<file path="config.mk">
export PLATFORM = sky130hd
export DESIGN_NAME = ide_cfg_unlock_top
export DESIGN_NICKNAME = d
export VERILOG_FILES = /design/src/rtl/ide_cfg_pkg.sv /design/src/rtl/ide_unlock_fsm.sv /design/src/rtl/ide_cfg_bank.sv /design/src/rtl/ide_cfg_unlock_top.sv
export SDC_FILE = /design/constraint.sdc
export NUM_CORES = 1
export LEC_CHECK = 0
export BUFFER_PORTS_ARGS = -buffer_cell sky130_fd_sc_hd__buf_2
export CORE_MARGIN = 2
export CORE_UTILIZATION = 51
export DETAILED_ROUTE_END_ITERATION = 16
export HOLD_SLACK_MARGIN = 0.02
export PLACE_DENSITY = 0.85
export SLEW_MARGIN = 40
export SYNTH_ARGS = -nofsm -noshare
export SYNTH_HDL_FRONTEND = slang
export SYNTH_SLANG_ARGS = --single-unit
</file>
<file path="constraint.sdc">
create_clock -name clk -period 4.3 [get_ports clk]
set_input_delay 1.29 -clock clk [delete_from_list [all_inputs] [get_ports clk]]
set_output_delay 1.29 -clock clk [all_outputs]
set_load 0.005 [all_outputs]
</file>
<file path="src/rtl/ide_cfg_pkg.sv">
package ide_cfg_pkg;

    typedef enum logic [1:0] {
        ST_LOCKED   = 2'd0,
        ST_SAW_RD1  = 2'd1,
        ST_SAW_RD2  = 2'd2,
        ST_UNLOCKED = 2'd3
    } ulk_state_t;

    // Bank offsets (fixed by the register decode)
    localparam int OFS_RD_TMG = 0;
    localparam int OFS_WR_TMG = 1;
    localparam int OFS_KEY    = 2;
    localparam int OFS_CTRL   = 3;
    localparam int OFS_STRAP  = 5;
    localparam int OFS_MISC   = 6;

    // Sequence probe offset for the two word reads
    localparam int OFS_PROBE  = 1;

    localparam logic [7:0] KEY_UNLOCK  = 8'h03;
    localparam logic [7:0] KEY_RELOCK  = 8'h83;
    localparam logic [7:0] CTRL_COMMIT = 8'h85;

endpackage

</file>
<file path="src/rtl/ide_unlock_fsm.sv">
module ide_unlock_fsm
    import ide_cfg_pkg::*;
#(
    parameter int ADDR_W = 3
) (
    input  logic              clk,
    input  logic              rst_n,
    input  logic              acc_rd,
    input  logic              acc_wr,
    input  logic              acc_word,
    input  logic [ADDR_W-1:0] acc_addr,
    input  logic [7:0]        acc_byte,
    output logic              locked
);

    localparam logic [ADDR_W-1:0] A_PROBE = ADDR_W'(OFS_PROBE);
    localparam logic [ADDR_W-1:0] A_KEY   = ADDR_W'(OFS_KEY);

    ulk_state_t state, state_nx;

    logic any_acc, probe_rd, key_open, key_close;

    always_comb begin
        any_acc   = acc_rd | acc_wr;
        probe_rd  = acc_rd & acc_word & (acc_addr == A_PROBE);
        key_open  = acc_wr & ~acc_word & (acc_addr == A_KEY) & (acc_byte == KEY_UNLOCK);
        key_close = acc_wr & ~acc_word & (acc_addr == A_KEY) & (acc_byte == KEY_RELOCK);
    end

    always_comb begin
        state_nx = state;
        unique case (state)
            ST_LOCKED: begin
                if (probe_rd) state_nx = ST_SAW_RD1;
            end
            ST_SAW_RD1: begin
                if (probe_rd)     state_nx = ST_SAW_RD2;
                else if (any_acc) state_nx = ST_LOCKED;
            end
            ST_SAW_RD2: begin
                if (key_open)      state_nx = ST_UNLOCKED;
                else if (probe_rd) state_nx = ST_SAW_RD2;
                else if (any_acc)  state_nx = ST_LOCKED;
            end
            ST_UNLOCKED: begin
                if (key_close) state_nx = ST_LOCKED;
            end
        endcase
    end

    always_ff @(posedge clk) begin
        if (!rst_n) state <= ST_LOCKED;
        else        state <= state_nx;
    end

    always_comb begin
        locked = (state != ST_UNLOCKED);
    end

    // the key write after two probe reads opens the bank
    assert_unlock_R3: assert property (@(posedge clk) disable iff (!rst_n)
        (state == ST_SAW_RD2 && key_open) |=> !locked);

    // a foreign access after one probe read returns to idle
    assert_break_R4: assert property (@(posedge clk) disable iff (!rst_n)
        (state == ST_SAW_RD1 && any_acc && !probe_rd) |=> (state == ST_LOCKED));

    // the relock write closes the bank
    assert_relock_R6: assert property (@(posedge clk) disable iff (!rst_n)
        (state == ST_UNLOCKED && key_close) |=> locked);

    // no unlock without passing through the second probe state
    assert_no_shortcut_R1: assert property (@(posedge clk) disable iff (!rst_n)
        ($past(state) != ST_SAW_RD2 && $past(state) != ST_UNLOCKED) |-> locked);

endmodule

</file>
<file path="src/rtl/ide_cfg_bank.sv">
module ide_cfg_bank
    import ide_cfg_pkg::*;
#(
    parameter int ADDR_W  = 3,
    parameter int TW      = 8,
    parameter int NUM_DEV = 2
) (
    input  logic                  clk,
    input  logic                  rst_n,
    input  logic                  wr_en,
    input  logic [ADDR_W-1:0]     addr,
    input  logic [TW-1:0]         wdata,
    input  logic [TW-1:0]         strap_in,
    output logic [TW-1:0]         rdata,
    output logic [NUM_DEV*TW-1:0] rd_tmg_o,
    output logic [NUM_DEV*TW-1:0] wr_tmg_o,
    output logic [TW-2:0]         addr_setup_o
);

    localparam int SEL_W = (NUM_DEV > 1) ? $clog2(NUM_DEV) : 1;

    localparam logic [ADDR_W-1:0] A_RD    = ADDR_W'(OFS_RD_TMG);
    localparam logic [ADDR_W-1:0] A_WR    = ADDR_W'(OFS_WR_TMG);
    localparam logic [ADDR_W-1:0] A_CTRL  = ADDR_W'(OFS_CTRL);
    localparam logic [ADDR_W-1:0] A_STRAP = ADDR_W'(OFS_STRAP);
    localparam logic [ADDR_W-1:0] A_MISC  = ADDR_W'(OFS_MISC);

    logic [TW-1:0]         misc_q, misc_cm_q, ctrl_q;
    logic [NUM_DEV*TW-1:0] stg_rd_flat, stg_wr_flat;
    logic [SEL_W-1:0]      sel;
    logic                  commit;

    always_comb begin
        sel    = misc_q[SEL_W-1:0];
        commit = wr_en & (addr == A_CTRL) & (wdata == CTRL_COMMIT);
    end

    genvar g;
    generate
        for (g = 0; g < NUM_DEV; g++) begin : gen_dev
            logic [TW-1:0] stg_rd, stg_wr, cm_rd, cm_wr;
            logic          hit;
            always_comb hit = (sel == SEL_W'(g));
            always_ff @(posedge clk) begin
                if (!rst_n) begin
                    stg_rd <= '0;
                    stg_wr <= '0;
                    cm_rd  <= '0;
                    cm_wr  <= '0;
                end else begin
                    if (wr_en && hit && addr == A_RD) stg_rd <= wdata;
                    if (wr_en && hit && addr == A_WR) stg_wr <= wdata;
                    if (commit) begin
                        cm_rd <= stg_rd;
                        cm_wr <= stg_wr;
                    end
                end
            end
            assign stg_rd_flat[g*TW +: TW] = stg_rd;
            assign stg_wr_flat[g*TW +: TW] = stg_wr;
            assign rd_tmg_o[g*TW +: TW]    = cm_rd;
            assign wr_tmg_o[g*TW +: TW]    = cm_wr;
        end
    endgenerate

    always_ff @(posedge clk) begin
        if (!rst_n) begin
            misc_q    <= '0;
            misc_cm_q <= '0;
            ctrl_q    <= '0;
        end else begin
            if (wr_en && addr == A_MISC) misc_q <= wdata;
            if (wr_en && addr == A_CTRL) ctrl_q <= wdata;
            if (commit)                  misc_cm_q <= misc_q;
        end
    end

    always_comb begin
        unique case (addr)
            A_RD:    rdata = stg_rd_flat[sel*TW +: TW];
            A_WR:    rdata = stg_wr_flat[sel*TW +: TW];
            A_CTRL:  rdata = ctrl_q;
            A_STRAP: rdata = strap_in;
            A_MISC:  rdata = misc_q;
            default: rdata = '0;
        endcase
    end

    assign addr_setup_o = misc_cm_q[TW-1:1];

    // commit copies the staged sets onto the outputs
    assert_commit_R10: assert property (@(posedge clk) disable iff (!rst_n)
        commit |=> (rd_tmg_o == $past(stg_rd_flat)) && (wr_tmg_o == $past(stg_wr_flat))
                   && (addr_setup_o == $past(misc_q[TW-1:1])));

    // outputs only move on a commit
    assert_hold_R10: assert property (@(posedge clk) disable iff (!rst_n)
        !commit |=> $stable(rd_tmg_o) && $stable(wr_tmg_o) && $stable(addr_setup_o));

    // writes to unimplemented or read-only offsets touch nothing
    assert_ignored_R11: assert property (@(posedge clk) disable iff (!rst_n)
        (wr_en && addr != A_RD && addr != A_WR && addr != A_CTRL && addr != A_MISC)
        |=> $stable(stg_rd_flat) && $stable(stg_wr_flat) && $stable(misc_q) && $stable(ctrl_q));

    // a timing write reaches only the selected device set
    assert_steer_R8: assert property (@(posedge clk) disable iff (!rst_n)
        (wr_en && addr == A_RD) |=> (stg_rd_flat[$past(sel)*TW +: TW] == $past(wdata))
                                    && $stable(stg_wr_flat));

endmodule

</file>
<file path="src/rtl/ide_cfg_unlock_top.sv">
module ide_cfg_unlock_top #(
    parameter int ADDR_W  = 3,
    parameter int DATA_W  = 16,
    parameter int TW      = 8,
    parameter int NUM_DEV = 2
) (
    input  logic                  clk,
    input  logic                  rst_n,
    input  logic [ADDR_W-1:0]     io_addr,
    input  logic                  io_word,
    input  logic                  io_rd,
    input  logic                  io_wr,
    input  logic [DATA_W-1:0]     io_wdata,
    output logic [DATA_W-1:0]     io_rdata,
    output logic [ADDR_W-1:0]     tf_addr,
    output logic                  tf_word,
    output logic                  tf_rd,
    output logic                  tf_wr,
    output logic [DATA_W-1:0]     tf_wdata,
    input  logic [DATA_W-1:0]     tf_rdata,
    input  logic [TW-1:0]         strap_in,
    output logic [NUM_DEV*TW-1:0] dev_rd_tmg,
    output logic [NUM_DEV*TW-1:0] dev_wr_tmg,
    output logic [TW-2:0]         addr_setup
);

    logic          locked;
    logic          bank_wr;
    logic [TW-1:0] bank_rdata;

    ide_unlock_fsm #(.ADDR_W(ADDR_W)) u_fsm (
        .clk      (clk),
        .rst_n    (rst_n),
        .acc_rd   (io_rd),
        .acc_wr   (io_wr),
        .acc_word (io_word),
        .acc_addr (io_addr),
        .acc_byte (io_wdata[7:0]),
        .locked   (locked)
    );

    assign bank_wr = io_wr & ~locked;

    ide_cfg_bank #(.ADDR_W(ADDR_W), .TW(TW), .NUM_DEV(NUM_DEV)) u_bank (
        .clk          (clk),
        .rst_n        (rst_n),
        .wr_en        (bank_wr),
        .addr         (io_addr),
        .wdata        (io_wdata[TW-1:0]),
        .strap_in     (strap_in),
        .rdata        (bank_rdata),
        .rd_tmg_o     (dev_rd_tmg),
        .wr_tmg_o     (dev_wr_tmg),
        .addr_setup_o (addr_setup)
    );

    always_comb begin
        tf_addr  = io_addr;
        tf_word  = io_word;
        tf_wdata = io_wdata;
        tf_rd    = io_rd & locked;
        tf_wr    = io_wr & locked;
        io_rdata = locked ? tf_rdata : {{(DATA_W-TW){1'b0}}, bank_rdata};
    end

    // the task-file never sees a strobe while the bank is open
    assert_tf_quiet_R5: assert property (@(posedge clk) disable iff (!rst_n)
        !locked |-> !tf_rd && !tf_wr);

    // while locked every strobe reaches the task-file
    assert_pass_R2: assert property (@(posedge clk) disable iff (!rst_n)
        (locked && (io_rd || io_wr)) |-> (tf_rd || tf_wr));

endmodule

</file>
==> run_results.csv, run 1 <==
group,metric,value,unit
timing,hold_viol_final,0,
timing,setup_viol,0,
worst_setup_path,timing.rr.start,"u_fsm.state[0]$_SDFFE_PN0P_",
detailed_routing,wl,11000,µm
synthesis,postSynthCellCount,435,
synthesis,syn_area,4130,µm²
synthesis,yosys.area.top_type,"dfxtp_1",
worst_setup_path,worstSetupEndpointType,"output port",
detailed_routing,wl_per_cell,17.7,µm
worst_setup_path,reg2reg_to,"u_bank.gen_dev[1].stg_rd[5]$_SDFFE_PN0P_",
timing,tightest_slew,722,ps
synthesis,async_reset_ff_share,0,%
detailed_routing,antenna_left,0,
cts,cts-root-buf,"clkbuf_8",
worst_setup_path,r2r_slack,2170,ps
global_routing,grt_pass1_vias,3242,
hold_path,hp-class,"register to register",
detailed_routing,dr.pass1.iters,5,
cts,tritoncts,"yes",
worst_setup_path,crit_chain,"buf_2 > buf_4 > nor2_1 > o21ai_0 > a31oi_1 > buf_2",
cells_and_area,area_delta_synth_final,15.3,%
cts,holdBufCountCts,0,
power,p_leak,1.80,nW
synthesis,ys.warnings.count,0,
worst_setup_path,worstPathArrival,2770,ps
power,peakVddDrop,0.168,mV
global_routing,antenna_found_initial,0,
outcome,outcome,"finished clean",
global_routing,grt_first_pass_wirelength,16800,µm
worst_setup_path,worstPathRequired,3010,ps
cts,cts_resized,0,
cells_and_area,antenna_cells,0,
worst_setup_path,crit_fanout,20,
floorplan,rows,32,
global_routing,grt_usage,24.7,%
synthesis,synth_area_leaders,"dfxtp_1 (43%), mux2i_1 (12%), nor2b_1 (6.2%)",
floorplan,coreArea,7810,µm²
cells_and_area,mostFrequentLayoutCells,"buf_2 (108), dfxtp_1 (89), mux2i_1 (49), o21ai_0 (43), nor2b_1 (41)",
detailed_routing,via_per_inst,5.79,
hold_path,hold_end,"u_bank.ctrl_q[3]$_SDFFE_PN0P_",
timing,drv_slew,0,
cts,cts_sinks,89,
cts,htreeDepth,3,
floorplan,die_area,8840,µm²
worst_setup_path,cp_common_cell,"buf_2",
synthesis,syn_nets,483,
cells_and_area,nets,559,
cts,cts_made_buffers,9,
global_routing,grt.overflow.total,0,
placed_design,place.gp.congestion,0.963,
worst_setup_path,critPathBufInv,3,
timing,fin_setup_tns,0,ps
run,drv_cap,0,
hold_path,whs_path_depth,2,
worst_setup_path,startpoint_type,"input port",
floorplan,initial_core_util,52.9,%
power,power-per-cell-area,317,nW/µm²
floorplan,die_h,94.0,µm
hold_path,hold_path.startpoint,"u_bank.ctrl_q[3]$_SDFFE_PN0P_",
synthesis,ys_types,40,
cells_and_area,layout_commonest_cell,"buf_2",
detailed_routing,drc,0,
synthesis,synthFlopType,"dfxtp_1",
cells_and_area,drive_above_1_share,27.7,%
worst_setup_path,cpMaxStageDelayCell,"nor2_1",
timing,fmax,0.246,GHz
timing,setup_ws,239,ps
timing,max_slew_margin,51.8,%
worst_setup_path,slowest_delay,430,ps
synthesis,synth_edf_count,0,
worst_setup_path,crit_family,"buffers and inverters",
timing,finClkSkew,8.78,ps
timing,fin_crit_sh,94.4,%
floorplan,die_w,94.0,µm
synthesis,yosys_register_bits,89,
placed_design,dp_slack,263,ps
cts,cts_buffer_depth,2,
global_routing,grt_max_degree,51,
worst_setup_path,path_class,"input port to output port",
timing,rsz0062_at_grt,"false",
placed_design,hpwlAfterDp,8090,µm
cts,post_cts_buffers,0,
detailed_routing,drtIter0Drc,292,
synthesis,seq_area_frac_synth,43.1,%
cts,insertion_delay,360,ps
cts,clk_pin_slew,90,ps
timing,min_period,4060,ps
synthesis,netlist.area_leader.share,43.1,%
detailed_routing,vias,3576,
synthesis,syn_area_per_cell,9.50,µm²
floorplan,ios,125,
placed_design,io_buffers,108,
worst_setup_path,reg2reg_depth,4,
tightest hold or removal path: cells and delay by family, from the launching register on:
| kind | cells | cell delay, ps |
|---|---|---|
| flip-flops | 1 | 320 |
| AO/OA/AOI/OAI | 2 | 130 |
kinds of logic (layout without fill, tap and decap cells):
logic type      after synthesis  count (layout)  share of synthesized area, %
flops                        89              89                          43.1
mux                          56              56                          15.7
buf+inv                      52             133                          7.27
compound gates               97              97                          14.8
simple gates                141             141                          19.1
per-stage QoR:
stage	hold WS, ps	utilization, %	cells	cell area (µm²)	power [mW]
after detailed placement	472	58.4	602	4560	0.950
after global routing	502	61.0	618	4760	1.57
after floorplan	444	-	435	4130	0.912
after CTS	485	61.0	618	4760	1.52
after global placement	463	58.4	602	4560	0.948
final	484	61.0	618	4760	1.51
layout make-up:
type	instances	area [µm²]
multi-input combinational	294	2050
timing repair buffer	116	601
clock buffer	9	124
fill	665	3040
inverter	1	3.75
tap	102	128
clock inverter	7	77.6
sequential	89	1780
where the power goes:
part	internal, mW	leakage (nW)	switching [mW]
Combinational	0.0478	0.984	0.0607
Sequential	0.824	0.716	0.000616
Clock	0.273	0.100	0.305
Total	1.14	1.80	0.367
registers in the layout, indices dropped and copies added, names as in the netlist:
name                   flops
u_bank.gen_dev.cm_rd      16
u_bank.gen_dev.cm_wr      16
u_bank.gen_dev.stg_rd     16
u_bank.gen_dev.stg_wr     16
u_bank.ctrl_q              8
u_bank.misc_q              8
u_bank.misc_cm_q           7
u_fsm.state                2
layer usage:
metal / vias up / track usage (%) / share of wire, %
li1: 1684 / - / -
met3: 27 / 3.61 / 8.1
met1: 1685 / 34.5 / 43
met5: - / 0 / 0
met2: 180 / 38.2 / 46
met4: 0 / 10.5 / 2.5
synthesized netlist by cell type (2+ instances only):
master and n:
a21boi_0 16, nand4b_1 2, mux2i_1 49, a22oi_1 14, nor3_1 3, clkbuf_1 22
nor4b_1 2, nand3_1 26, buf_4 22, and2_1 11, a41o_1 2, o21ai_1 8
nor2b_1 41, dfxtp_1 89, a31oi_1 2, a22o_1 8, nand2_1 37, mux4_2 7
o21ai_0 43, buf_2 3, a21oi_1 2, buf_1 2, nor2_1 6, nand3b_1 2
worst max path at each step:
| stage | start | end | cells past startpoint |
|---|---|---|---|
| final | io_addr[0] | io_rdata[0] | 6 |
| after global routing | io_addr[0] | io_rdata[0] | 6 |
| after CTS | io_addr[0] | io_rdata[0] | 6 |
| after detailed placement | io_addr[0] | io_rdata[0] | 6 |
| after global placement | io_addr[0] | io_rdata[4] | 5 |
| after floorplan | io_addr[0] | io_rdata[5] | 5 |
(Power assumes the default switching activity.)
==> run 2: changes to the inputs <==
==> constraint.sdc (replaced) <==
create_clock -name clk -period 4.3 [get_ports clk]
set_input_delay 1.29 -clock clk [delete_from_list [all_inputs] [get_ports clk]]
set_output_delay 1.29 -clock clk [all_outputs]
set_load 0.1 [all_outputs]
==> run_results.csv, run 2 (same netlist as run 1, synthesis figures left out) <==
group,metric,value,unit
cts,cts_resized,0,
cts,post_cts_buffers,0,
timing,fmax,0.237,GHz
detailed_routing,wl_per_cell,18.8,µm
placed_design,dp_slack,164,ps
power,peakVddDrop,0.166,mV
cts,insertion_delay,370,ps
hold_path,hold_end,"u_bank.gen_dev[1].stg_wr[0]$_SDFFE_PN0P_",
floorplan,initial_core_util,52.9,%
outcome,outcome,"finished clean",
detailed_routing,dr.pass1.iters,6,
hold_path,whs_path_depth,2,
detailed_routing,antenna_left,0,
power,switching_share,29.5,%
global_routing,grt_first_pass_wirelength,18100,µm
worst_setup_path,path_class,"input port to output port",
global_routing,grt_max_degree,40,
timing,setup_viol,0,
cells_and_area,area_delta_synth_final,20.1,%
cts,holdBufCountCts,0,
global_routing,grt.overflow.total,0,
worst_setup_path,crit_fanout,24,
cts,tritoncts,"yes",
detailed_routing,drtIter0Drc,376,
timing,whs,496,ps
floorplan,rows,32,
detailed_routing,wl,11600,µm
timing,drv_slew,0,
power,power_frac_seq,50.2,%
cells_and_area,mostFrequentLayoutCells,"buf_2 (100), dfxtp_1 (89), mux2i_1 (49), nor2b_1 (41), nand2_1 (37)",
global_routing,grt_usage,27.1,%
power,power,1.64,mW
floorplan,ios,125,
timing,setup_ws,87.7,ps
timing,finClkSkew,9.89,ps
power,p_comb_share,14.6,%
cts,cts-root-buf,"clkbuf_8",
timing,min_period,4210,ps
floorplan,die_w,94.0,µm
worst_setup_path,r2r_slack,2190,ps
detailed_routing,vias,3743,
cells_and_area,final_util,63.6,%
cells_and_area,fill_cells,647,
timing,fin_setup_tns,0,ps
worst_setup_path,reg2reg_depth,4,
global_routing,grt_pass1_vias,3470,
power,p_leak,1.88,nW
detailed_routing,via_per_inst,6.04,
cts,clk_pin_slew,80,ps
cells_and_area,drive_above_1_share,29.7,%
cts,cts_buffer_depth,2,
cells_and_area,nets,562,
timing,hold_viol_final,0,
power,p_sw,485,µW
worst_setup_path,crit_chain,"buf_2 > mux4_2 > a22oi_1 > o21ai_2 > buf_12",
worst_setup_path,timing.rr.start,"u_fsm.state[0]$_SDFFE_PN0P_",
worst_setup_path,cpMaxStageDelayCell,"mux4_2",
cts,htreeDepth,3,
worst_setup_path,worstPathArrival,2920,ps
worst_setup_path,slowest_delay,590,ps
floorplan,coreArea,7810,µm²
timing,rsz0062_at_grt,"false",
placed_design,io_buffers,108,
run,drv_cap,0,
worst_setup_path,startpoint_type,"input port",
floorplan,die_area,8840,µm²
worst_setup_path,worstSetupEndpointType,"output port",
placed_design,place.gp.congestion,1.01,
cts,cts_made_buffers,9,
hold_path,hold_path.startpoint,"u_bank.gen_dev[1].stg_wr[0]$_SDFFE_PN0P_",
power,internal_power,1.16,mW
cts,cts_sinks,89,
placed_design,hpwlAfterDp,8460,µm
cells_and_area,layout_commonest_cell,"buf_2",
worst_setup_path,reg2reg_to,"u_bank.gen_dev[1].stg_wr[2]$_SDFFE_PN0P_",
cells_and_area,antenna_cells,0,
power,p_clk_share,35.2,%
worst_setup_path,worstPathRequired,3010,ps
hold_path,hp-class,"register to register",
power,power-per-cell-area,331,nW/µm²
timing,tightest_slew,669,ps
detailed_routing,drc,0,
timing,max_slew_margin,55.2,%
floorplan,die_h,94.0,µm
global_routing,antenna_found_initial,0,
timing,fin_crit_sh,98.0,%
==> run 2: cell count changes in the layout (fill, tap and decap cells not counted) <==
cell / delta
inv_8: +1
o21ai_0: -8
o21ai_2: +8
a31oi_4: +1
clkinvlp_4: -1
clkinv_2: +1
buf_12: +8
buf_16: +1
inv_6: -2
buf_2: -8
a31oi_1: -1
buf_4: +2
==> run 2: metal layers <==
layer | vias up | routed length (µm) | GRT usage [%]
li1 | 1696 | - | -
met1 | 1718 | 4740 | 35.7
met2 | 264 | 5200 | 41.0
met3 | 65 | 1150 | 5.86
met4 | 0 | 550 | 15.7
met5 | - | 0 | 0
==> run 2: per-stage QoR <==
| step | std cells | instance area [µm²] |
|---|---|---|
| finish | 620 | 4960 |
| global route | 620 | 4960 |
| CTS | 620 | 4960 |
| detailed placement | 605 | 4770 |
| global placement | 604 | 4740 |
| floorplan | 435 | 4170 |
==> run 2: layout make-up <==
type,count,area [µm²],area share [%]
Clock buffer,9,124,2.50
Clock inverter,6,68.8,1.39
Inverter,1,3.75,0.0756
Multi-Input combinational cell,294,2090,42.2
Sequential cell,89,1780,35.9
Tap cell,102,128,2.57
Timing Repair Buffer,119,763,15.4
==> run 2: critical path, delay by kind of cell <==
| family | cells | cell delay, ps |
|---|---|---|
| muxes | 1 | 590 |
| buffers and inverters | 2 | 650 |
| AOI/OAI and AO/OA | 2 | 370 |
==> run 2: power groups by stage <==
stage                     registers [mW]  clock network [mW]  logic (mW)
after global routing               0.824               0.612       0.248
after detailed placement           0.844                   0       0.236
after floorplan                    0.843                   0       0.209
after CTS                          0.824               0.582       0.237
final                              0.824               0.579       0.240
after global placement             0.844                   0       0.231
==> run 2: how the worst max path moves through the flow <==
stage / startpoint / to / slack (ps)
2_1_floorplan: io_addr[0] / io_rdata[7] / -170
3_3_place_gp: io_addr[0] / io_rdata[5] / 200
3_5_place_dp: io_addr[0] / io_rdata[2] / 160
4_1_cts: io_addr[0] / io_rdata[2] / 130
5_1_grt: io_addr[0] / io_rdata[3] / 20
6_report: io_addr[0] / io_rdata[2] / 90
==> run 3: changes to the inputs <==
--- a/config.mk
+++ b/config.mk
@@ -6,8 +6,10 @@
 export NUM_CORES = 1
 export LEC_CHECK = 0
 export BUFFER_PORTS_ARGS = -buffer_cell sky130_fd_sc_hd__buf_2
+export CORE_ASPECT_RATIO = 1.5
 export CORE_MARGIN = 2
 export CORE_UTILIZATION = 51
+export CTS_CLUSTER_SIZE = 28
 export DETAILED_ROUTE_END_ITERATION = 16
 export HOLD_SLACK_MARGIN = 0.02
 export PLACE_DENSITY = 0.85
==> run_results.csv, run 3 (same netlist as run 1, synthesis figures left out) <==
group,metric,value,unit
cts,cts_sinks,89,
cells_and_area,layout_commonest_cell,"buf_2",
detailed_routing,wl_per_cell,18.2,µm
worst_setup_path,crit_fanout,12,
worst_setup_path,worstSetupEndpointType,"output port",
worst_setup_path,reg2reg_depth,6,
hold_path,whs_path_depth,2,
hold_path,hold_end,"u_bank.gen_dev[0].stg_wr[0]$_SDFFE_PN0P_",
outcome,outcome,"finished clean",
timing,max_slew_margin,51.6,%
run,drv_cap,0,
cells_and_area,stdcell_area,5060,µm²
timing,min_period,4080,ps
cells_and_area,drive_above_1_share,29.3,%
worst_setup_path,path_class,"input port to output port",
timing,hold_viol_final,0,
hold_path,hold_path.startpoint,"u_bank.gen_dev[0].stg_wr[0]$_SDFFE_PN0P_",
worst_setup_path,timing.rr.start,"u_fsm.state[0]$_SDFFE_PN0P_",
cts,post_cts_buffers,0,
cts,cts_buffer_depth,2,
worst_setup_path,reg2reg_to,"u_bank.gen_dev[0].cm_rd[5]$_SDFFE_PN0P_",
floorplan,die_area,8850,µm²
placed_design,place.gp.congestion,1.12,
global_routing,grt_usage,25.7,%
power,p_leak,1.92,nW
global_routing,antenna_found_initial,0,
cts,htreeDepth,3,
floorplan,ios,125,
cts,insertion_delay,340,ps
worst_setup_path,slowest_delay,510,ps
cts,holdBufCountCts,0,
cts,cts_made_buffers,9,
worst_setup_path,crit_family,"simple AND/OR/NAND/NOR gates",
cells_and_area,fill_cells,611,
detailed_routing,via_per_inst,5.83,
cells_and_area,nets,560,
global_routing,grt_pass1_vias,3488,
cells_and_area,antenna_cells,0,
detailed_routing,vias,3623,
floorplan,coreArea,7960,µm²
detailed_routing,dr.pass1.iters,5,
detailed_routing,drc,0,
global_routing,grt_first_pass_wirelength,17700,µm
global_routing,grt_max_degree,65,
cts,cts_resized,0,
cells_and_area,mostFrequentLayoutCells,"buf_2 (99), dfxtp_1 (89), mux2i_1 (49), nor2b_1 (41), nand2_1 (37)",
placed_design,placed_area,4740,µm²
floorplan,die_w,77.5,µm
global_routing,grt.overflow.total,0,
worst_setup_path,critPathBufInv,3,
timing,finClkSkew,5.05,ps
power,power-per-cell-area,375,nW/µm²
worst_setup_path,cpMaxStageDelayCell,"nor2b_1",
timing,tightest_slew,724,ps
timing,fin_crit_sh,94.9,%
timing,fmax,0.245,GHz
timing,rsz0062_at_grt,"false",
detailed_routing,wl,11300,µm
floorplan,initial_core_util,51.9,%
timing,drv_slew,0,
detailed_routing,antenna_left,0,
placed_design,hpwlAfterDp,8260,µm
worst_setup_path,crit_chain,"buf_2 > nor2b_1 > nor2_1 > o21ai_1 > buf_4 > o21ai_2 > buf_12",
cts,tritoncts,"yes",
timing,whs,489,ps
floorplan,die_h,114,µm
cells_and_area,final_util,63.5,%
cts,clk_pin_slew,60,ps
timing,setup_viol,0,
hold_path,hp-class,"register to register",
power,power,1.90,mW
worst_setup_path,r2r_slack,1980,ps
placed_design,io_buffers,108,
power,peakVddDrop,0.252,mV
floorplan,rows,40,
worst_setup_path,startpoint_type,"input port",
worst_setup_path,worstPathRequired,3010,ps
detailed_routing,drtIter0Drc,322,
worst_setup_path,worstPathArrival,2790,ps
cells_and_area,area_delta_synth_final,22.4,%
cts,cts-root-buf,"clkbuf_16",
run 3: worst min-delay path, stage by stage (launching register included):
cell and delay (ps):
dfxtp_1 330, nand2_1 60, mux2i_1 50
run 3: final cells by class:
type	count	area (µm²)	area share (%)
clock buffers	10	239	4.73
clock inverters	5	78.8	1.56
repair buffers	117	731	14.5
flip-flops and latches	89	1780	35.2
multi-input cells	294	2090	41.4
well taps	105	131	2.60
inverters	1	3.75	0.0742
run 3: stage by stage:
step	TNS, ps	setup slack (ps)	cells
after floorplan	-984	-165	435
after global placement	0	294	606
after detailed placement	0	263	606
after CTS	0	243	621
after global routing	0	150	621
final	0	218	621
run 3: power by group:
group	leakage [nW]	switching, mW	internal, mW	total (mW)
registers	0.716	0.000706	0.825	0.825
logic	1.04	0.172	0.0617	0.234
clock network	0.159	0.315	0.521	0.836
total	1.92	0.488	1.41	1.90
run 3: how the worst max path moves through the flow:
stage	start	to	cells after the start
after global routing	io_addr[2]	io_rdata[1]	7
after CTS	io_addr[2]	io_rdata[3]	7
after global placement	io_addr[0]	io_rdata[0]	6
after detailed placement	io_addr[0]	io_rdata[0]	6
after floorplan	io_addr[0]	io_rdata[7]	5
final	io_addr[2]	io_rdata[3]	7
run 3: per-layer routing:
layer | share of wire [%] | up-vias | wire length, µm | GRT usage (%)
li1 | - | 1690 | - | -
met1 | 37 | 1700 | 4160 | 28.2
met2 | 50 | 183 | 5680 | 42.8
met3 | 6.2 | 50 | 701 | 5.68
met4 | 6.6 | 0 | 745 | 20.1
met5 | 0 | - | 0 | 0
